`src/rtl/ipcmd_pkg.sv`:
```
package ipcmd_pkg;
  localparam int BUS_W = 32;
  localparam int OFS_W = 3;
  localparam int CODE_W = 4;
  localparam logic [15:0] UNLOCK_KEY = 16'hA55A;

  typedef enum logic [OFS_W-1:0] {
    OFS_ADDR = 3'd0,
    OFS_TXD  = 3'd1,
    OFS_CMD  = 3'd2,
    OFS_STAT = 3'd3,
    OFS_RXD  = 3'd4
  } reg_ofs_e;

  typedef enum logic [CODE_W-1:0] {
    C_RD   = 4'h8,
    C_WR   = 4'h9,
    C_MRS  = 4'hA,
    C_ACT  = 4'hB,
    C_AREF = 4'hC,
    C_SREF = 4'hD,
    C_PRE  = 4'hE,
    C_PREA = 4'hF
  } cmd_e;

  typedef enum logic [1:0] {S_IDLE, S_REQ, S_WAIT} st_e;
endpackage

```
`src/rtl/ipcmd_decode.sv`:
```
module ipcmd_decode
  import ipcmd_pkg::*;
(
  input  logic [BUS_W-1:0]  wdata_i,
  output logic              key_ok_o,
  output logic              code_ok_o,
  output logic [CODE_W-1:0] code_o,
  output logic              payload_o
);
  assign code_o    = wdata_i[CODE_W-1:0];
  assign key_ok_o  = (wdata_i[BUS_W-1:BUS_W-16] == UNLOCK_KEY);
  // only the upper half of the code space is issuable here
  assign code_ok_o = code_o[CODE_W-1];
  assign payload_o = (code_o == C_WR) || (code_o == C_MRS);
endmodule

```
`src/rtl/ipcmd_regs.sv`:
```
module ipcmd_regs
  import ipcmd_pkg::*;
#(
  parameter int ADDR_W = 32,
  parameter int DATA_W = 32
) (
  input  logic              clk_i,
  input  logic              rst_ni,
  input  logic              wr_i,
  input  logic [OFS_W-1:0]  ofs_i,
  input  logic [BUS_W-1:0]  wdata_i,
  input  logic              accept_i,
  input  logic              payload_i,
  input  logic              rx_load_i,
  input  logic [DATA_W-1:0] rx_data_i,
  output logic [ADDR_W-1:0] addr_o,
  output logic [DATA_W-1:0] txd_o,
  output logic [DATA_W-1:0] rxd_o,
  output logic [ADDR_W-1:0] req_addr_o,
  output logic [DATA_W-1:0] req_wdata_o
);
  always_ff @(posedge clk_i or negedge rst_ni) begin
    if (!rst_ni) begin
      addr_o      <= '0;
      txd_o       <= '0;
      rxd_o       <= '0;
      req_addr_o  <= '0;
      req_wdata_o <= '0;
    end else begin
      if (wr_i && ofs_i == OFS_ADDR) addr_o <= wdata_i[ADDR_W-1:0];
      if (wr_i && ofs_i == OFS_TXD)  txd_o  <= wdata_i[DATA_W-1:0];
      if (rx_load_i) rxd_o <= rx_data_i;
      if (accept_i) begin
        req_addr_o  <= addr_o;
        req_wdata_o <= payload_i ? txd_o : '0;
      end
    end
  end
endmodule

```
`src/rtl/ipcmd_seq.sv`:
```
module ipcmd_seq
  import ipcmd_pkg::*;
(
  input  logic              clk_i,
  input  logic              rst_ni,
  input  logic              cmd_wr_i,
  input  logic              key_ok_i,
  input  logic              code_ok_i,
  input  logic [CODE_W-1:0] code_i,
  input  logic              stat_wr_i,
  input  logic [1:0]        stat_w1c_i,
  input  logic              req_ready_i,
  input  logic              rsp_valid_i,
  input  logic              rsp_err_i,
  output logic              accept_o,
  output logic              rx_load_o,
  output logic              busy_o,
  output logic              req_valid_o,
  output logic [CODE_W-1:0] code_o,
  output logic              done_o,
  output logic              err_o
);
  st_e st_q, st_d;
  logic reject, complete;

  assign accept_o  = cmd_wr_i && key_ok_i && code_ok_i && (st_q == S_IDLE);
  assign reject    = cmd_wr_i && !accept_o;
  assign complete  = (st_q == S_WAIT) && rsp_valid_i;
  assign rx_load_o = complete && (code_o == C_RD);
  assign busy_o      = (st_q != S_IDLE);
  assign req_valid_o = (st_q == S_REQ);

  always_comb begin
    st_d = st_q;
    unique case (st_q)
      S_IDLE:  if (accept_o) st_d = S_REQ;
      S_REQ:   if (req_ready_i) st_d = S_WAIT;
      S_WAIT:  if (rsp_valid_i) st_d = S_IDLE;
      default: st_d = S_IDLE;
    endcase
  end

  always_ff @(posedge clk_i or negedge rst_ni) begin
    if (!rst_ni) begin
      st_q   <= S_IDLE;
      code_o <= '0;
      done_o <= 1'b0;
      err_o  <= 1'b0;
    end else begin
      st_q <= st_d;
      if (accept_o) code_o <= code_i;
      // set has priority over write-1-to-clear
      if (accept_o)                  done_o <= 1'b0;
      else if (complete && !rsp_err_i) done_o <= 1'b1;
      else if (stat_wr_i && stat_w1c_i[0]) done_o <= 1'b0;
      if (accept_o)                  err_o <= 1'b0;
      else if (reject || (complete && rsp_err_i)) err_o <= 1'b1;
      else if (stat_wr_i && stat_w1c_i[1]) err_o <= 1'b0;
    end
  end
endmodule

```
`src/rtl/sdram_ipcmd_port.sv`:
```
module sdram_ipcmd_port
  import ipcmd_pkg::*;
#(
  parameter int ADDR_W = 32,
  parameter int DATA_W = 32
) (
  input  logic              clk_i,
  input  logic              rst_ni,
  input  logic              reg_wr_i,
  input  logic [2:0]        reg_ofs_i,
  input  logic [31:0]       reg_wdata_i,
  output logic [31:0]       reg_rdata_o,
  output logic              busy_o,
  output logic              req_valid_o,
  input  logic              req_ready_i,
  output logic [3:0]        req_code_o,
  output logic [ADDR_W-1:0] req_addr_o,
  output logic [DATA_W-1:0] req_wdata_o,
  input  logic              rsp_valid_i,
  input  logic              rsp_err_i,
  input  logic [DATA_W-1:0] rsp_rdata_i
);
  logic key_ok, code_ok, payload, accept, rx_load, done_w, err_w;
  logic [CODE_W-1:0] dec_code;
  logic [ADDR_W-1:0] addr_q;
  logic [DATA_W-1:0] txd_q, rxd_q;
  logic cmd_wr, stat_wr;

  assign cmd_wr  = reg_wr_i && (reg_ofs_i == OFS_CMD);
  assign stat_wr = reg_wr_i && (reg_ofs_i == OFS_STAT);

  ipcmd_decode u_dec (
    .wdata_i  (reg_wdata_i),
    .key_ok_o (key_ok),
    .code_ok_o(code_ok),
    .code_o   (dec_code),
    .payload_o(payload)
  );

  ipcmd_seq u_seq (
    .clk_i      (clk_i),
    .rst_ni     (rst_ni),
    .cmd_wr_i   (cmd_wr),
    .key_ok_i   (key_ok),
    .code_ok_i  (code_ok),
    .code_i     (dec_code),
    .stat_wr_i  (stat_wr),
    .stat_w1c_i (reg_wdata_i[1:0]),
    .req_ready_i(req_ready_i),
    .rsp_valid_i(rsp_valid_i),
    .rsp_err_i  (rsp_err_i),
    .accept_o   (accept),
    .rx_load_o  (rx_load),
    .busy_o     (busy_o),
    .req_valid_o(req_valid_o),
    .code_o     (req_code_o),
    .done_o     (done_w),
    .err_o      (err_w)
  );

  ipcmd_regs #(.ADDR_W(ADDR_W), .DATA_W(DATA_W)) u_regs (
    .clk_i      (clk_i),
    .rst_ni     (rst_ni),
    .wr_i       (reg_wr_i),
    .ofs_i      (reg_ofs_i),
    .wdata_i    (reg_wdata_i),
    .accept_i   (accept),
    .payload_i  (payload),
    .rx_load_i  (rx_load),
    .rx_data_i  (rsp_rdata_i),
    .addr_o     (addr_q),
    .txd_o      (txd_q),
    .rxd_o      (rxd_q),
    .req_addr_o (req_addr_o),
    .req_wdata_o(req_wdata_o)
  );

  always_comb begin
    reg_rdata_o = '0;
    unique case (reg_ofs_i)
      OFS_ADDR: reg_rdata_o = BUS_W'(addr_q);
      OFS_TXD:  reg_rdata_o = BUS_W'(txd_q);
      OFS_CMD:  reg_rdata_o = BUS_W'(req_code_o);
      OFS_STAT: reg_rdata_o = {30'd0, err_w, done_w};
      OFS_RXD:  reg_rdata_o = BUS_W'(rxd_q);
      default:  reg_rdata_o = '0;
    endcase
  end
endmodule

```
`config.mk`:
```
export PLATFORM = sky130hd
export DESIGN_NAME = sdram_ipcmd_port
export DESIGN_NICKNAME = d
export VERILOG_FILES = /design/src/rtl/ipcmd_pkg.sv /design/src/rtl/ipcmd_decode.sv /design/src/rtl/ipcmd_regs.sv /design/src/rtl/ipcmd_seq.sv /design/src/rtl/sdram_ipcmd_port.sv
export SDC_FILE = /design/constraint.sdc
export NUM_CORES = 1
export LEC_CHECK = 0
export BUFFER_PORTS_ARGS = -buffer_cell sky130_fd_sc_hd__buf_2
export CORE_AREA = 2 2 151 153
export DETAILED_ROUTE_END_ITERATION = 8
export DIE_AREA = 0 0 153 155
export PLACE_DENSITY = 0.61
export SETUP_SLACK_MARGIN = 0.4
export SYNTH_ARGS = -nofsm -noshare
export SYNTH_HDL_FRONTEND = slang
export SYNTH_SLANG_ARGS = --single-unit
```
`constraint.sdc`:
```
create_clock -name clk_i -period 2.1 [get_ports clk_i]
set_input_delay 0.42 -clock clk_i [delete_from_list [all_inputs] [get_ports clk_i]]
set_output_delay 0.42 -clock clk_i [all_outputs]
set_load 0.01 [all_outputs]
```
==> summary.txt <==
Outcome
  – Status: complete, no violations

Clock network
  – Later-pin clock latency in the skew report: 0.42 ns
  – Root buf cell: clkbuf_16
  – Clk sinks: 168
  – CTS tree: built
  – Num CTS Buffers: 17
  – H-Tree Depth: 4
  – CTS clk-pin slew, worst paths: 0.07 ns
  – Clock Path Buffers: 2

Yosys
  – Yosys cell types: 34
  – Post-synth top area share: 55.5%
  – Synthesized area per cell: roughly 13 µm²
  – Top cells by area, synth: dfrtp_1 (55%), mux2_2 (15%), mux2i_1 (8.2%)
  – Sequential area share after synthesis: 55.5%
  – Yosys warns: 0
  – Synth area leader: dfrtp_1
  – Flops & latches, synth: approximately 170
  – Main flop type after synthesis: dfrtp_1
  – Post-Syn Instances: between 500 and 600
  – Post-Syn Area: 7580 µm²
  – Post-synth EDFFs: 0
  – Mapped Nets: 667
  – Synth async-reset ratio: 100%

Global routing
  – Vias in the first global route: 5854
  – Pin count of the biggest net entering global routing: between 50 and 60
  – Initial antenna violation count: 1
  – Total Routing Usage GR: 18.9%
  – First-pass GRT wire length: 34200 µm
  – Overflow left after global routing: 0

Floorplan
  – Top-Level Pins: roughly 180
  – Die X: 153 µm
  – Placeable core area: 22200 µm²
  – Die ar.: 23700 µm²
  – # rows: 55
  – Die Height: 155 µm
  – Initial Util: 34.1%

STA
  – Fin crit share: roughly 100%
  – RSZ-0062 raised after global routing: yes
  – Final Setup Violations: 0
  – Final Hold Vio Count: 0
  – Measured slew at the worst slew-check pin: 0.530 ns
  – Max Freq: around 480 MHz
  – Worst hold margin: between 0.2 and 0.25 ns
  – Min cycle time layout: 2.09 ns
  – Slew HR: 64.7%
  – Setup Skew: 0.0104 ns
  – Max-slew violations: 0

Worst hold path
  – Hold Path Depth: 2
  – Hold Path Class: in2reg

Routing
  – Routed WL: 22400 µm
  – Detailed Routing Iterations Pass 1: 7
  – # DRC: 0
  – Routed Antenna Nets: 0
  – Detail-routed via count per cell: 4.84
  – Vias: 5678
  – Mean routed wirelength per cell: 19.1 µm
  – Iteration-0 DRC Markers: 233

Finish
  – Share of cells above drive strength 1: 55.1%
  – Nets: ~950
  – Most frequent cells in the layout: buf_2 (169), dfrtp_1 (168), buf_4 (77)
  – Most common cell after layout, fill and taps aside: buf_2
  – Multi-input gate area: 3300 µm²
  – Finished Core Util: 48.9%
  – Post-route design area: 10900 µm²
  – Fillers: between 1500 and 2000
  – Layout area overhead: 43.5%
  – FF/Latch Area: between 4000 and 5000 µm²

Critical path
  – Setup crit start kind: flop
  – R2R Setup Slk: around 0.009 ns
  – Worst Path Required: 2.40 ns
  – Crit-path max FO: 10
  – Worst Path Arrival: ~2.4 ns
  – Reg2Reg Depth: 6
  – Crit. End Element: flop
  – Worst Setup Path Type: reg2reg

Place
  – Placed cell area: 9160 µm²
  – GP Congestion: 0.803
  – HPWL Detailed: ~15000 µm
  – Port-buffer cells: 174

Power
  – Static Leak: approximately 5.5 nW
  – Pwr dens: approximately 750 nW/µm²
  – Worst vdd ir: ~0.00052 V

Job
  – Max_cap viols: 0
## logic make-up (layout without fill, tap and decap cells)
| group | after synthesis | count (layout) | synth area share, % |
|---|---|---|---|
| buf+inv | 70 | 364 | 4.86 |
| simple gates | 118 | 118 | 6.89 |
| xor+xnor | 1 | 1 | 0.116 |
| mux | 195 | 195 | 29.4 |
| flops | 168 | 168 | 55.5 |
| other cells | 0 | 1 | 0 |
| compound gates | 42 | 42 | 3.20 |
## metal layers
metal	vias up	routed length (µm)	track usage (%)
met4	0	286	4.10
met1	2873	10500	26.0
met2	182	10400	30.3
met5	-	0	0
li1	2603	-	-
met3	20	1190	4.99
## synth_stat cells (all sizes together) (3+ instances only)
cell type  count
dfrtp        168
nor2          61
nor2b          5
nand4          3
buf           22
a22oi          6
nand2         37
clkbuf        14
a21oi         29
mux2         133
inv           34
mux2i         62
## area by class of cell
type,instances,area share (%)
clock inverter,10,1.09
antenna,1,0.0230
clock buffer,22,4.36
timing repair buffer,298,21.0
multi-input combinational,356,30.4
tap,285,3.28
inverter,34,1.17
sequential,168,38.7
## flip-flops by register name (all words and copies together), names as in the netlist
register,count
u_seq.done_o,1
u_regs.req_addr_o,32
u_regs.rxd_o,32
u_regs.addr_o,32
u_regs.txd_o,32
u_seq.code_o,4
u_seq.err_o,1
u_seq.st_q,2
u_regs.req_wdata_o,32
## power breakdown
part	switching (mW)	internal (mW)
combinational	0.524	0.681
sequential	0.209	3.51
clock	1.33	1.85
total	2.06	6.05
## critical path, stage by stage, from the launching register on
cell and delay (ns):
dfrtp_1 0.38, or2_4 0.27, or3b_4 0.39, nor4_4 0.22, buf_6 0.22, buf_12 0.17
mux2_4 0.31
## per-stage QoR
stage,worst slack [ns],setup TNS (ns),std cells,power [mW]
after floorplan,0.0871,0,594,4.24
after global placement,-0.270,-12.62,1070,4.65
after detailed placement,-0.295,-14.28,1070,4.67
after CTS,0.0357,0,1160,8.11
after global routing,-0.0484,-0.908,1173,8.46
final,0.00886,0,1174,8.11
## worst paths after layout
check | startpoint | to
setup / recovery | u_seq.st_q[0] | u_regs.req_addr_o[6]
hold / removal | rsp_rdata_i[23] | u_regs.rxd_o[23]
setup reg to reg | u_seq.st_q[0] | u_regs.req_addr_o[6]
min in group asynchronous | rst_ni | u_regs.rxd_o[8]
hold reg to reg | u_regs.req_addr_o[10] | u_regs.req_addr_o[10]
max in group asynchronous | rst_ni | u_regs.req_addr_o[20]
## what timing repair did
item                                    in CTS  in global routing
endpoints found under the setup margin     105                105
gates resized for setup                     54                 61
buffers inserted                            52                 11
hold endpoints to repair                    44                  0
pin swaps                                   15                 13
gates cloned                                 5                  2
hold buffers                                 1                  0
Power figures use the tool's default switching activity.
